==> src/rtl/pd_tx_pkg.sv <==
package pd_tx_pkg;

    typedef enum logic [2:0] {
        ST_IDLE, ST_PRE, ST_SOP, ST_HDR, ST_DATA, ST_CRC, ST_EOP, ST_TAIL
    } tx_state_t;

    localparam int PRE_BITS = 64;
    localparam int SYM_BITS = 5;
    localparam int OBJ_W    = 32;
    localparam int OBJ_NIBS = OBJ_W / 4;
    localparam int HDR_NIBS = 4;
    localparam int CRC_NIBS = 8;
    localparam int SOP_SYMS = 4;

    localparam logic [4:0]  SYNC1_SYM  = 5'h18;
    localparam logic [4:0]  SYNC2_SYM  = 5'h11;
    localparam logic [4:0]  EOP_SYM    = 5'h0D;
    localparam logic [31:0] CRC_POLY_R = 32'hEDB88320;
    localparam logic [31:0] CRC_SEED   = 32'hFFFFFFFF;

    function automatic logic [4:0] enc4b5b(input logic [3:0] nib);
        logic [4:0] s;
        unique case (nib)
            4'h0: s = 5'h1E;
            4'h1: s = 5'h09;
            4'h2: s = 5'h14;
            4'h3: s = 5'h15;
            4'h4: s = 5'h0A;
            4'h5: s = 5'h0B;
            4'h6: s = 5'h0E;
            4'h7: s = 5'h0F;
            4'h8: s = 5'h12;
            4'h9: s = 5'h13;
            4'hA: s = 5'h16;
            4'hB: s = 5'h17;
            4'hC: s = 5'h1A;
            4'hD: s = 5'h1B;
            4'hE: s = 5'h1C;
            default: s = 5'h1D;
        endcase
        return s;
    endfunction

    function automatic logic [31:0] crc_nib_step(input logic [31:0] c, input logic [3:0] nib);
        logic [31:0] r;
        r = c;
        for (int i = 0; i < 4; i++) begin
            r = (r >> 1) ^ ((r[0] ^ nib[i]) ? CRC_POLY_R : 32'h0);
        end
        return r;
    endfunction

endpackage

==> src/rtl/pd_crc32_nib.sv <==
module pd_crc32_nib
    import pd_tx_pkg::*;
(
    input  logic        clk,
    input  logic        rst_n,
    input  logic        clr,
    input  logic        upd,
    input  logic [3:0]  nib,
    output logic [31:0] fcs
);
    logic [31:0] crc_q;

    always_ff @(posedge clk or negedge rst_n) begin
        if (!rst_n) begin
            crc_q <= CRC_SEED;
        end else if (clr) begin
            crc_q <= CRC_SEED;
        end else if (upd) begin
            crc_q <= crc_nib_step(crc_q, nib);
        end
    end

    assign fcs = ~crc_q;
endmodule

==> src/rtl/pd_bmc_line.sv <==
module pd_bmc_line #(
    parameter int HALF_BIT_CLKS = 330
) (
    input  logic clk,
    input  logic rst_n,
    input  logic go,
    input  logic stop,
    input  logic bit_in,
    output logic half_end,
    output logic bit_end,
    output logic cc_out,
    output logic cc_oe
);
    localparam int CW = (HALF_BIT_CLKS > 1) ? $clog2(HALF_BIT_CLKS) : 1;
    localparam logic [CW-1:0] CNT_LAST = CW'(HALF_BIT_CLKS - 1);

    logic [CW-1:0] cnt_q;
    logic          phase_q;
    logic          line_q;
    logic          oe_q;

    assign half_end = oe_q && (cnt_q == CNT_LAST);
    assign bit_end  = half_end && phase_q;
    assign cc_out   = line_q;
    assign cc_oe    = oe_q;

    always_ff @(posedge clk or negedge rst_n) begin
        if (!rst_n) begin
            cnt_q   <= '0;
            phase_q <= 1'b0;
            line_q  <= 1'b0;
            oe_q    <= 1'b0;
        end else if (go) begin
            oe_q    <= 1'b1;
            line_q  <= ~line_q;
            phase_q <= 1'b0;
            cnt_q   <= '0;
        end else if (stop) begin
            oe_q    <= 1'b0;
            phase_q <= 1'b0;
            cnt_q   <= '0;
        end else if (oe_q) begin
            if (half_end) begin
                cnt_q <= '0;
                if (!phase_q) begin
                    phase_q <= 1'b1;
                    if (bit_in) line_q <= ~line_q;
                end else begin
                    phase_q <= 1'b0;
                    line_q  <= ~line_q;
                end
            end else begin
                cnt_q <= cnt_q + 1'b1;
            end
        end
    end
endmodule

==> src/rtl/pd_tx_framer.sv <==
module pd_tx_framer
    import pd_tx_pkg::*;
#(
    parameter int MAX_OBJ = 7
) (
    input  logic                     clk,
    input  logic                     rst_n,
    input  logic                     start,
    input  logic [4:0]               msg_type,
    input  logic [2:0]               msg_id,
    input  logic [2:0]               obj_count,
    input  logic [MAX_OBJ*OBJ_W-1:0] obj_data,
    input  logic                     half_end,
    input  logic                     bit_end,
    input  logic [31:0]              crc_fcs,
    output logic                     bmc_go,
    output logic                     bmc_stop,
    output logic                     tx_bit,
    output logic                     crc_clr,
    output logic                     crc_upd,
    output logic [3:0]               crc_nib,
    output logic                     busy,
    output logic                     done
);
    localparam logic [2:0] CNT_MAX = 3'(MAX_OBJ);

    tx_state_t        state_q, nxt_state;
    logic [5:0]       bit_cnt_q, nxt_bit;
    logic [2:0]       sym_cnt_q, nxt_sym;
    logic [2:0]       obj_idx_q, nxt_obj;
    logic [2:0]       cnt_q;
    logic [15:0]      hdr_q;
    logic [OBJ_W-1:0] obj_q [MAX_OBJ];
    logic             done_q;

    logic [3:0] cur_nib;
    logic [4:0] cur_sym;
    logic       sym_last;
    logic [2:0] cnt_clamped;

    assign cnt_clamped = (obj_count > CNT_MAX) ? CNT_MAX : obj_count;
    assign sym_last    = (bit_cnt_q == 6'(SYM_BITS - 1));

    // Current nibble for coded fields
    always_comb begin
        cur_nib = 4'h0;
        unique case (state_q)
            ST_HDR:  cur_nib = hdr_q[{sym_cnt_q[1:0], 2'b00} +: 4];
            ST_DATA: cur_nib = obj_q[obj_idx_q][{sym_cnt_q, 2'b00} +: 4];
            ST_CRC:  cur_nib = crc_fcs[{sym_cnt_q, 2'b00} +: 4];
            default: cur_nib = 4'h0;
        endcase
    end

    // Current symbol on the wire
    always_comb begin
        cur_sym = 5'h00;
        unique case (state_q)
            ST_SOP:                  cur_sym = (sym_cnt_q == 3'(SOP_SYMS - 1)) ? SYNC2_SYM : SYNC1_SYM;
            ST_HDR, ST_DATA, ST_CRC: cur_sym = enc4b5b(cur_nib);
            ST_EOP:                  cur_sym = EOP_SYM;
            default:                 cur_sym = 5'h00;
        endcase
    end

    // Next-state logic
    always_comb begin
        nxt_state = state_q;
        nxt_bit   = bit_cnt_q;
        nxt_sym   = sym_cnt_q;
        nxt_obj   = obj_idx_q;
        unique case (state_q)
            ST_IDLE: begin
                if (start) begin
                    nxt_state = ST_PRE;
                    nxt_bit   = '0;
                    nxt_sym   = '0;
                    nxt_obj   = '0;
                end
            end
            ST_PRE: begin
                if (bit_end) begin
                    if (bit_cnt_q == 6'(PRE_BITS - 1)) begin
                        nxt_state = ST_SOP;
                        nxt_bit   = '0;
                    end else begin
                        nxt_bit = bit_cnt_q + 1'b1;
                    end
                end
            end
            ST_SOP, ST_HDR, ST_DATA, ST_CRC, ST_EOP: begin
                if (bit_end) begin
                    if (!sym_last) begin
                        nxt_bit = bit_cnt_q + 1'b1;
                    end else begin
                        nxt_bit = '0;
                        nxt_sym = sym_cnt_q + 1'b1;
                        if (state_q == ST_SOP && sym_cnt_q == 3'(SOP_SYMS - 1)) begin
                            nxt_state = ST_HDR;
                            nxt_sym   = '0;
                        end else if (state_q == ST_HDR && sym_cnt_q == 3'(HDR_NIBS - 1)) begin
                            nxt_state = (cnt_q == 3'd0) ? ST_CRC : ST_DATA;
                            nxt_sym   = '0;
                            nxt_obj   = '0;
                        end else if (state_q == ST_DATA && sym_cnt_q == 3'(OBJ_NIBS - 1)) begin
                            nxt_sym = '0;
                            if (obj_idx_q == cnt_q - 1'b1) begin
                                nxt_state = ST_CRC;
                            end else begin
                                nxt_obj = obj_idx_q + 1'b1;
                            end
                        end else if (state_q == ST_CRC && sym_cnt_q == 3'(CRC_NIBS - 1)) begin
                            nxt_state = ST_EOP;
                            nxt_sym   = '0;
                        end else if (state_q == ST_EOP) begin
                            nxt_state = ST_TAIL;
                            nxt_sym   = '0;
                        end
                    end
                end
            end
            ST_TAIL: begin
                if (half_end) nxt_state = ST_IDLE;
            end
            default: nxt_state = ST_IDLE;
        endcase
    end

    // State register
    always_ff @(posedge clk or negedge rst_n) begin
        if (!rst_n) begin
            state_q   <= ST_IDLE;
            bit_cnt_q <= '0;
            sym_cnt_q <= '0;
            obj_idx_q <= '0;
            cnt_q     <= '0;
            hdr_q     <= '0;
            done_q    <= 1'b0;
            for (int i = 0; i < MAX_OBJ; i++) obj_q[i] <= '0;
        end else begin
            state_q   <= nxt_state;
            bit_cnt_q <= nxt_bit;
            sym_cnt_q <= nxt_sym;
            obj_idx_q <= nxt_obj;
            done_q    <= (state_q == ST_TAIL) && half_end;
            if (state_q == ST_IDLE && start) begin
                cnt_q <= cnt_clamped;
                hdr_q <= {1'b0, cnt_clamped, msg_id, 4'b0000, msg_type};
                for (int i = 0; i < MAX_OBJ; i++) obj_q[i] <= obj_data[i*OBJ_W +: OBJ_W];
            end
        end
    end

    // Outputs
    always_comb begin
        bmc_go   = (state_q == ST_IDLE) && start;
        bmc_stop = (state_q == ST_TAIL) && half_end;
        crc_clr  = bmc_go;
        crc_upd  = bit_end && sym_last && ((state_q == ST_HDR) || (state_q == ST_DATA));
        crc_nib  = cur_nib;
        busy     = (state_q != ST_IDLE);
        done     = done_q;
        unique case (state_q)
            ST_PRE:                                  tx_bit = ~bit_cnt_q[0];
            ST_SOP, ST_HDR, ST_DATA, ST_CRC, ST_EOP: tx_bit = cur_sym[bit_cnt_q[2:0]];
            default:                                 tx_bit = 1'b0;
        endcase
    end
endmodule

==> src/rtl/pd_bmc_tx.sv <==
module pd_bmc_tx
    import pd_tx_pkg::*;
#(
    parameter int MAX_OBJ       = 7,
    parameter int HALF_BIT_CLKS = 330
) (
    input  logic                     clk,
    input  logic                     rst_n,
    input  logic                     start,
    input  logic [4:0]               msg_type,
    input  logic [2:0]               msg_id,
    input  logic [2:0]               obj_count,
    input  logic [MAX_OBJ*OBJ_W-1:0] obj_data,
    output logic                     busy,
    output logic                     done,
    output logic                     cc_out,
    output logic                     cc_oe
);
    logic        half_end;
    logic        bit_end;
    logic        bmc_go;
    logic        bmc_stop;
    logic        tx_bit;
    logic        crc_clr;
    logic        crc_upd;
    logic [3:0]  crc_nib;
    logic [31:0] crc_fcs;

    pd_tx_framer #(.MAX_OBJ(MAX_OBJ)) u_framer (
        .clk(clk), .rst_n(rst_n), .start(start),
        .msg_type(msg_type), .msg_id(msg_id), .obj_count(obj_count), .obj_data(obj_data),
        .half_end(half_end), .bit_end(bit_end), .crc_fcs(crc_fcs),
        .bmc_go(bmc_go), .bmc_stop(bmc_stop), .tx_bit(tx_bit),
        .crc_clr(crc_clr), .crc_upd(crc_upd), .crc_nib(crc_nib),
        .busy(busy), .done(done)
    );

    pd_crc32_nib u_crc (
        .clk(clk), .rst_n(rst_n), .clr(crc_clr), .upd(crc_upd),
        .nib(crc_nib), .fcs(crc_fcs)
    );

    pd_bmc_line #(.HALF_BIT_CLKS(HALF_BIT_CLKS)) u_line (
        .clk(clk), .rst_n(rst_n), .go(bmc_go), .stop(bmc_stop), .bit_in(tx_bit),
        .half_end(half_end), .bit_end(bit_end), .cc_out(cc_out), .cc_oe(cc_oe)
    );
endmodule

==> config.mk <==
export PLATFORM = sky130hd
export DESIGN_NAME = pd_bmc_tx
export DESIGN_NICKNAME = d
export VERILOG_FILES = /design/src/rtl/pd_tx_pkg.sv /design/src/rtl/pd_crc32_nib.sv /design/src/rtl/pd_bmc_line.sv /design/src/rtl/pd_tx_framer.sv /design/src/rtl/pd_bmc_tx.sv
export SDC_FILE = /design/constraint.sdc
export NUM_CORES = 1
export LEC_CHECK = 0
export BUFFER_PORTS_ARGS = -buffer_cell sky130_fd_sc_hd__buf_4
export CAP_MARGIN = 20
export CORE_AREA = 2 2 159 161
export CTS_CLUSTER_SIZE = 20
export DETAILED_ROUTE_END_ITERATION = 10
export DIE_AREA = 0 0 161 163
export GPL_ROUTABILITY_DRIVEN = 1
export GPL_TIMING_DRIVEN = 0
export PLACE_DENSITY = 0.85
export SLEW_MARGIN = 25
export SYNTH_ARGS = -nofsm -noshare
export SYNTH_HDL_FRONTEND = slang
export SYNTH_SLANG_ARGS = --single-unit
==> constraint.sdc <==
create_clock -name clk -period 8.8 [get_ports clk]
set_input_delay 1.76 -clock clk [delete_from_list [all_inputs] [get_ports clk]]
set_output_delay 1.76 -clock clk [all_outputs]
set_load 0.02 [all_outputs]
==> Word level (Yosys, flattened, before mapping) <==
Memory sizes are Yosys's and may differ from the RTL's.
Cells that the tools add are included.
{ "classes": {"addsub": 5, "order_cmp": 3, "n_eq_ne": 25, "shift": 3, "mux": 69, "n_bitwise": 12, "n_reduce_logical": 31} }
{ "ops": {"columns": ["cell", "n"], "rows": [
  ["$mux 32", 8],
  ["$xor 31x32->32", 4],
  ["$bmux 32 s3", 1],
  ["$mux 3", 27],
  ["$shiftx 32x6->4", 2],
  ["$mux 9", 4],
  ["$not 32->32", 1],
  ["$mux 6", 5],
  ["$pmux 6 s3", 1],
  ["$shiftx 16x5->4", 1],
  ["$eq 3x3->1 const B", 5],
  ["$mux 1", 15],
  ["$pmux 5 s3", 1],
  ["$reduce_bool 3->1", 5],
  ["$pmux 3 s2", 2],
  ["$pmux 3 s4", 1],
  ["$pmux 4 s3", 1],
  ["$reduce_and 4->1", 3],
  ["$logic_and 1x1->1", 10],
  ["$ne 2x1->1 const B", 5],
  ["$reduce_bool 2->1", 5],
  ["$add 9x1->9 const B", 1],
  ["$eq 3x2->1 const B", 3],
  ["$eq 9x9->1 const B", 1],
  ["other kinds (28)", 36]
]} }
{ "word_totals": {"reg_bits": 298, "romBits": 80, "out_inout_bits": 4, "wordCells": 168, "mem_count": 1} }
{ "memory_table": {"columns": ["memory", "words", "word_bits", "rd", "rd_ports_with_merged_regs", "write_ports", "line_no", "source"], "rows": [
  ["(no name shown)", 16, 5, 1, 0, 0, "pd_tx_pkg.sv:23", "unique case (nib)"]
]} }

==> Depth between registers and ports, before layout <==
Gate-level depths: netlist of the first run.
{ "depth": {"word_depth": 20, "mapped_depth": 15} }

==> Hierarchy <==
From an unflattened synthesis of the first run, not the netlist that was laid out.
{ "unflattened": {"cells_unflattened": 1170, "hier_area_um2": 14825.5} }
{ "by_module_without_submodules": {"columns": ["module", "n_inst", "cells_each", "area_per_inst_um2", "seq_area_each_um2"], "rows": [
  ["pd_tx_framer", 1, 929, 12349.3, 6281.0],
  ["pd_crc32_nib", 1, 176, 1820.5, 840.8],
  ["pd_bmc_line", 1, 65, 655.6, 300.3]
]} }

==> Worst setup path after synthesis of the first run <==
No wires, ideal clock.
{ "synth_timing": {"path_type": "flip-flop to flip-flop", "start": "register u_framer.obj_idx_q[0]", "end": "register u_crc.crc_q[21]", "setup_ns": 0.073, "arrival_ns": 3.037, "required_time_ns": 8.727, "setup_slack_ns": 5.690, "path_stages_with_launch": 15, "period_less_slack_ns": 3.110, "path_cell_list": "dfrtp_1 buf_4 buf_6 buf_6 buf_4 buf_2 mux2i_1 a221oi_1 nand4_1 o2111ai_1 o31ai_4 xor2_4 xnor3_1 xor2_1 a21oi_1"} }
{ "synth_between": {"elab_chain_cells": 14, "elab_cells_between_ends": 18, "classes_between": "1 x shift; 9 x mux; 8 x bitwise"} }
{ "synth_lines": {"columns": ["item", "line_no", "source"], "rows": [
  ["start: declaration", "pd_tx_framer.sv:30", "logic [2:0] obj_idx_q, nxt_obj;"],
  ["start signal: assignment", "pd_tx_framer.sv:144", "obj_idx_q <= nxt_obj;"],
  ["$not 3->4 (implied by the code) (*)", "pd_tx_framer.sv:49", "ST_DATA: cur_nib = obj_q[obj_idx_q][{sym_cnt_q, 2'b00} +: 4];"],
  ["$bmux 32 s3 (*)", "pd_tx_framer.sv:49", null],
  ["$mux 32 (implied by the code) (*) (2 in series)", "pd_tx_framer.sv:49", null],
  ["$shiftx 32x6->4 (*)", "pd_tx_framer.sv:49", null],
  ["$pmux 4 s3 (*)", "pd_tx_framer.sv:47", "unique case (state_q)"],
  ["$xor 1x1->1", "pd_tx_pkg.sv:48", "r = (r >> 1) ^ ((r[0] ^ nib[i]) ? CRC_POLY_R : 32'h0);"],
  ["$mux 32", "pd_tx_pkg.sv:48", null],
  ["$xor 31x32->32 (3 in series)", "pd_tx_pkg.sv:48", null],
  ["$xor 31x32->32 (*)", "pd_tx_pkg.sv:48", null],
  ["$mux 32 (*)", "pd_crc32_nib.sv:18", "end else if (upd) begin"],
  ["$mux 32 (*)", "pd_crc32_nib.sv:16", "end else if (clr) begin"],
  ["end signal: assignment", "pd_crc32_nib.sv:19", "crc_q <= crc_nib_step(crc_q, nib);"],
  ["end: declaration", "pd_crc32_nib.sv:11", "logic [31:0] crc_q;"]
]} }
Every way passes the cells marked *; elsewhere a longest branch is shown, timed or not. The select of a mux whose other input is x is not followed.
A chain may end at the register's enable or synchronous reset.

==> Worst setup path in the final report of the first run <==
{ "layout_timing": {"start": "register u_framer.obj_idx_q[0]", "end": "register u_crc.crc_q[27]"} }
The elaborated chain is that of the path after synthesis.

==> results of run 1 <==
-- worst max-delay path: cells and delay by family, from the launching register on --
kind,cells,cell delay (ns)
xor gates and xnor gates,3,0.96
buffers and inverters,4,0.96
muxes,1,0.38
DFF,1,0.36
AOI/OAI and AO/OA,5,1.58
-- final cells by class --
class                   count  area (sq um)
fillers                  1786          6420
clock buffers              44           915
flip-flops and latches    295          7420
repair buffers            244          1900
multi-input cells        1248          6950
inverters                  33           124
clock inverters             7          75.1
plain buffers             108           462
well taps                 330           413
-- how the worst max path moves through the flow --
stage / from / end / slack [ns] / cells after the start
finish: u_framer.obj_idx_q[0] / u_crc.crc_q[27] / 4.46 / 13
global route: u_framer.obj_idx_q[0] / u_crc.crc_q[18] / 4.29 / 13
CTS: u_framer.obj_idx_q[0] / u_crc.crc_q[18] / 4.53 / 13
detailed placement: start / u_framer.obj_q[121] / 4.57 / 8
global placement: rst_n / u_framer.obj_q[105] / 3.48 / 1
floorplan: u_framer.obj_idx_q[0] / u_crc.crc_q[21] / 5.69 / 14
-- logic make-up (layout without fill, tap and decap cells) --
group	count (synthesis)	count (layout)	synth area share, %
XOR/XNOR	40	40	3.44
AO/OA/AOI/OAI	221	221	10.0
buffers and inverters	141	436	3.92
multiplexers	99	99	8.42
AND/OR/NAND/NOR	878	878	23.8
flip-flops	295	295	49.6
adder cells (fa/ha/maj)	10	10	0.837
-- state kept, by name, summed over array words and instances, names as in the netlist --
register            cells
u_framer.bit_cnt_q      6
u_framer.obj_idx_q      3
u_line.phase_q          1
u_framer.hdr_q          9
u_framer.cnt_q          2
u_line.cc_out           1
u_line.cc_oe            1
u_line.cnt_q            9
u_framer.sym_cnt_q      3
u_framer.state_q        3
u_framer.done           1
u_crc.crc_q            32
u_framer.obj_q        224
-- cells in the mapped netlist (all sizes together) (11+ instances only) --
cell and number:
a21oi 50, and3 12, buf 26, clkbuf 82
dfrtp 263, dfstp 32, inv 32, mux2 14
mux2i 65, mux4 20, nand2 706, nand3 28
nor2 50, nor2b 11, nor3 30, o21ai 61
o221ai 19, xnor2 17, xor2 17
-- layer usage --
layer  up-vias  global-route usage, %  routed length (um)
li1       6169                      -                   -
met1      6827                   48.5               18300
met2       977                   63.9               24300
met3       230                   8.23                5190
met4         0                   24.2                3570
met5         -                      0                   0
-- cells in the final DEF, fill, tap and decap left out, types with 10 or more instances in the layout --
cell type  synthesis  routed
xnor2_1           15      15
clkbuf_16          0      31
buf_2             15      15
o221ai_1          19      19
mux2i_1           65      65
nor2b_1           11      11
mux2_2            12      12
inv_1             32      32
xor2_1            13      13
buf_4              4     244
nor2_1            50      50
nand2_1          706     706
nor3_1            30      30
clkbuf_1          82      86
mux4_2            20      20
and3_1            12      12
nand3_1           28      28
dfrtp_1          263     263
a21oi_1           50      50
o21ai_0           57      57
dfstp_2           32      32
ha_1              10      10
-- power by group through the flow --
| stage | combinational [mW] | sequential [mW] | clock [mW] |
|---|---|---|---|
| after global placement | 0.116 | 1.38 | 0 |
| after global routing | 0.131 | 1.36 | 1.35 |
| after detailed placement | 0.121 | 1.38 | 0 |
| final | 0.122 | 1.36 | 1.31 |
| after CTS | 0.122 | 1.36 | 1.30 |
| after floorplan | 0.00120 | 1.38 | 0 |
==> impl_metrics.csv, run 1 <==
group,metric,value,unit
status,status,"finished, final reports clean",
routing,drc,0,
worst_hold_path,min_from,"u_framer.obj_q[151]",
sta,tightestPinTransition,0.911,ns
layout,syn_to_final_growth,22.1,%
sta,drv_slew,0,
setup_path,setup.worst_path.class,"flop to flop",
sta,final-setup-viol-count,0,
place,gp_congestion,0.976,
layout,post_route_cells_drive_above_1_share,19.7,%
sta,max_freq,0.230,GHz
clock_network,cts_made_buffers,31,
sta,period_needed,4.34,ns
routing,drt_iter0_drc,1737,
synth,yosys.area.top_type,"dfrtp_1",
pwr,power.internal,2.17,mW
clock_network,clk_latency,0.59,ns
setup_path,reg2reg_from,"u_framer.obj_idx_q[0]",
synth,synth_top_area_share,44.0,%
routing,routed_wl,51300,um
sta,skew,0.0157,ns
setup_path,crit_required,9.31,ns
global_route,grt_pass1_vias,14191,
sta,period_share,49.3,%
setup_path,path_cells,"buf_4 -> buf_6 -> buf_6 -> buf_4 -> mux2i_1 -> a22oi_1 -> a21oi_1 -> o221ai_1 -> a211oi_2 -> xnor2_4 -> xnor3_1 -> xor2_1 -> a21oi_1",
layout,antenna_cells,0,
clock_network,cts_hold_buf,0,
synth,synth_cell_types,71,
worst_hold_path,worstHoldPathType,"flop to flop",
place,dp_worst_setup_slack,4.57,ns
place,dpl.cell_count,2258,
synth,synth_edf_count,0,
sta,setup_tns,0,ns
routing,wl_per_cell,22.2,um
floorplan,die_area,26200,sq um
routing,vias_per_cell,6.15,
clock_network,clockRootBuffer,"clkbuf_16",
layout,instances_no_fill,2309,
synth,syn_inst,1684,
sta,whs,0.470,ns
synth,synth_area_leaders,"dfrtp_1, nand2_1, dfstp_2, mux2i_1, mux4_2",
pwr,p_sw,0.612,mW
setup_path,crit_arrival,4.85,ns
clock_network,clk_pin_slew_worst_paths,0.06,ns
setup_path,crit_path_top_delay_cell,"a211oi_2",
layout,nets,2209,
sta,grt_setup_unrepaired,"false",
setup_path,critPathCaptureType,"flop",
place,io_buffers,241,
layout,fin_util,74.0,%
run,maxCapViolCount,0,
place,dp_hpwl,37100,um
clock_network,post_cts_buffers,0,
pwr,combPwrFrac,4.4,%
synth,async_flop_share,100,%
clock_network,cts_resized,0,
global_route,grt_max_degree,95,
sta,timing.final.hold_violations,0,
sta,layout_setup_ws,4.46,ns
pwr,p_seq_share,48.7,%
worst_hold_path,hold_path_depth,2,
floorplan,die_w,161,um
pwr,clockPowerShare,46.9,%
floorplan,start_util,60.6,%
synth,synth.net_count,1932,
synth,ys_seq_area_share,49.6,%
floorplan,rows,58,
global_route,grt.total_usage,39.3,%
synth,synth-seq-cells,295,
pwr,finalPower,2.79,mW
setup_path,startpoint_type,"flop",
layout,postLayoutCellArea,18300,sq um
global_route,grt_overflow,0,
clock_network,clock-sinks,295,
synth,syn_avg_cell_area,8.88,sq um
pwr,powerDensity,153,nW/um^2
floorplan,ios,242,
synth,syn_area,15000,sq um
synth,synthFlopType,"dfrtp_1",
clock_network,cts_max_level,1,
place,placed_cell_area,17300,sq um
setup_path,worstPathMaxFanout,10,
floorplan,die_h,163,um
global_route,grt_pass1_wl,78000,um
setup_path,r2r_end,"u_crc.crc_q[27]",
synth,yosys_warnings,0,
sta,relSlewSlack,39.3,%
clock_network,cts_buffer_depth,3,
clock_network,cts_tree,"built",
pwr,swShare,22.0,%
routing,vias,14203,
setup_path,ff2ff_setup_slack,4.46,ns
pwr,ir_drop,0.122,mV
routing,dr.pass1.iters,8,
routing,drtAntennaViolNets,0,
worst_hold_path,min_to,"u_framer.obj_q[151]",
pwr,p_leak,9.58,nW
floorplan,core_region_area,24700,sq um
setup_path,max_stage_delay,0.69,ns
global_route,antenna_found_initial,0,
setup_path,ff2ff_path_depth,13,
No activity file was read; power rests on OpenSTA's default activity.
==> run 2, diff against run 1 <==
ABC_AREA = 1   (was not set)
CORE_AREA = 2 2 168 170   (was 2 2 159 161)
DIE_AREA = 0 0 170 172   (was 0 0 161 163)
PLACE_DENSITY = 0.79   (was 0.85)
clock period = 4.5 ns   (was 8.8 ns; I/O delays follow)
==> run 2 against run 1 <==
Net effect: critical path type unchanged; via count up 7.5%; highest routed layer unchanged; largest power group unchanged; maximum frequency up 26%; clock power up 110%.
==> impl_metrics.csv, run 2 <==
group,metric,value,unit
setup_path,critPathCaptureType,"flop",
routing,routed_wl,52300,um
synth,yosys_warnings,0,
pwr,ir_drop,0.283,mV
global_route,grt.total_usage,36.2,%
setup_path,crit_required,5.01,ns
pwr,power.internal,4.61,mW
setup_path,ff2ff_setup_slack,1.06,ns
clock_network,post_cts_buffers,0,
routing,vias,15270,
pwr,p_seq_share,47.3,%
layout,layout_common_cells,"nand2_1, dfrtp_1, buf_4",
global_route,met2_usage,58.2,%
floorplan,rows,61,
synth,synth_cell_types,49,
setup_path,setup.worst_path.class,"flop to flop",
layout,top_register,"u_framer.obj_q",
status,status,"finished, final reports clean",
place,dpl.cell_count,2641,
global_route,grt_busiest_layer,"met2",
routing,vias_per_cell,5.66,
clock_network,cts_buffer_depth,3,
clock_network,cts_max_level,1,
sta,tightestPinTransition,1.19,ns
synth,synthFlopType,"dfrtp_1",
synth,syn_area,15300,sq um
sta,final-setup-viol-count,0,
synth,ys_seq_area_share,48.4,%
synth,yosys.area.top_type,"dfrtp_1",
pwr,clockPowerShare,46.1,%
synth,synth_top_area_share,42.9,%
clock_network,clk_latency,0.60,ns
synth,synth_area_leaders,"dfrtp_1, nand2_1, nand3_1, dfstp_2, inv_1",
synth,synthTopCellsByCount,"nand2_1, dfrtp_1, inv_1",
layout,syn_to_final_growth,22.3,%
setup_path,crit_arrival,3.95,ns
global_route,grt_use_met3,5.86,%
routing,dr.pass1.iters,7,
synth,synth-seq-cells,295,
synth,async_flop_share,100,%
layout,nets,2576,
pwr,powerDensity,319,nW/um^2
clock_network,clockRootBuffer,"clkbuf_16",
worst_hold_path,worstHoldPathType,"primary input to asynchronous set/reset pin",
pwr,p_leak,9.88,nW
sta,skew,0.0245,ns
layout,final_common_cell,"nand2_1",
setup_path,startpoint_type,"flop",
layout,antenna_cells,0,
routing,wl_per_cell,19.4,um
sta,period_needed,3.44,ns
setup_path,worstPathMaxFanout,10,
floorplan,die_area,29200,sq um
place,gp_congestion,0.932,
layout,top_regs,"u_framer.obj_q (224), u_crc.crc_q (32)",
routing,drt_iter0_drc,2159,
clock_network,clock-sinks,295,
global_route,grt_overflow,0,
synth,syn_avg_cell_area,7.48,sq um
place,dp_worst_setup_slack,1.12,ns
sta,whs,0.258,ns
routing,drtAntennaViolNets,0,
global_route,antenna_found_initial,0,
routing,drc,0,
sta,grt_setup_unrepaired,"false",
sta,setup_tns,0,ns
synth,synth_edf_count,0,
sta,relSlewSlack,20.6,%
floorplan,die_w,170,um
layout,post_route_cells_drive_above_1_share,17.2,%
sta,timing.final.hold_violations,0,
sta,layout_setup_ws,1.06,ns
synth,synth.net_count,2299,
clock_network,cts_made_buffers,31,
synth,yosys.cell_count.top_type,"nand2_1",
place,io_buffers,241,
floorplan,ios,242,
sta,max_freq,0.291,GHz
global_route,grt_max_degree,91,
layout,instances_no_fill,2699,
clock_network,cts_hold_buf,0,
sta,drv_slew,0,
sta,period_share,76.5,%
global_route,use_met1,49.6,%
pwr,p_sw,1.38,mW
floorplan,die_h,172,um
floorplan,core_region_area,27500,sq um
global_route,grt_pass1_wl,80700,um
synth,syn_inst,2051,
clock_network,cts_resized,0,
global_route,grt_pass1_vias,14982,
run,maxCapViolCount,0,
clock_network,cts_tree,"built",
place,dp_hpwl,39200,um
clock_network,clk_pin_slew_worst_paths,0.06,ns
layout,largest_reg_flops,224,
pwr,swShare,23.0,%
floorplan,start_util,55.8,%
pwr,combPwrFrac,6.6,%
==> run 2: worst paths after layout <==
path,start,endpoint,cells past startpoint
max reg2reg,u_line.cnt_q[1],u_crc.crc_q[12],11
min,rst_n,u_framer.obj_q[43],1
min in group clk,u_framer.obj_q[186],u_framer.obj_q[186],2
min reg2reg,u_framer.obj_q[186],u_framer.obj_q[186],2
max,u_line.cnt_q[1],u_crc.crc_q[12],11
max in group asynchronous,rst_n,u_crc.crc_q[13],3
==> run 2: cell families (layout without fill, tap and decap cells) <==
group                      Yosys count  after routing  synth area share, %
xor gates and xnor gates            35             35                 2.66
adders and majority gates           10             10                0.815
DFF                                295            295                 48.4
AOI/OAI and AO/OA                  241            241                 8.85
buffers and inverters              320            622                 9.05
and+or+nand+nor                   1150           1150                 30.3
==> run 2: stage by stage <==
stage                     utilization, %  power, mW  cell area (sq um)
after detailed placement            64.3       3.27              17700
after floorplan                        -       2.99              15300
after global placement              64.0       3.25              17600
after global routing                68.3       6.15              18800
final                               68.3       5.99              18800
after CTS                           68.3       5.99              18800
==> run 2: power groups by stage <==
stage	clock network, mW	logic, mW	registers, mW
5_1_grt	2.86	0.446	2.84
6_report	2.76	0.398	2.83
2_1_floorplan	0	0.130	2.86
3_5_place_dp	0	0.394	2.88
4_1_cts	2.76	0.399	2.83
3_3_place_gp	0	0.373	2.88
==> run 2: final cells by class <==
class,instances,area (sq um)
plain buffers,106,583
clock buffers,42,867
clock inverters,16,224
fillers,2282,8710
inverters,214,806
multi-input cells,1436,6530
flip-flops and latches,295,7420
well taps,346,433
repair buffers,244,1900
==> run 2: worst max-delay path: stages (launching register included) <==
cell and delay, ns:
dfrtp_1 0.38, inv_1 0.06, ha_1 0.18, nand4_1 0.24
nor2_1 0.13, nand3_1 0.42, clkinv_1 0.36, nor2_1 0.68
inv_1 0.24, clkbuf_1 0.32, o22ai_1 0.29, inv_1 0.07
==> run 2: per-layer routing <==
metal	up-vias	routed length, um
met5	-	0
met4	0	2400
met3	168	5200
met2	920	23500
met1	7210	21200
li1	6972	-
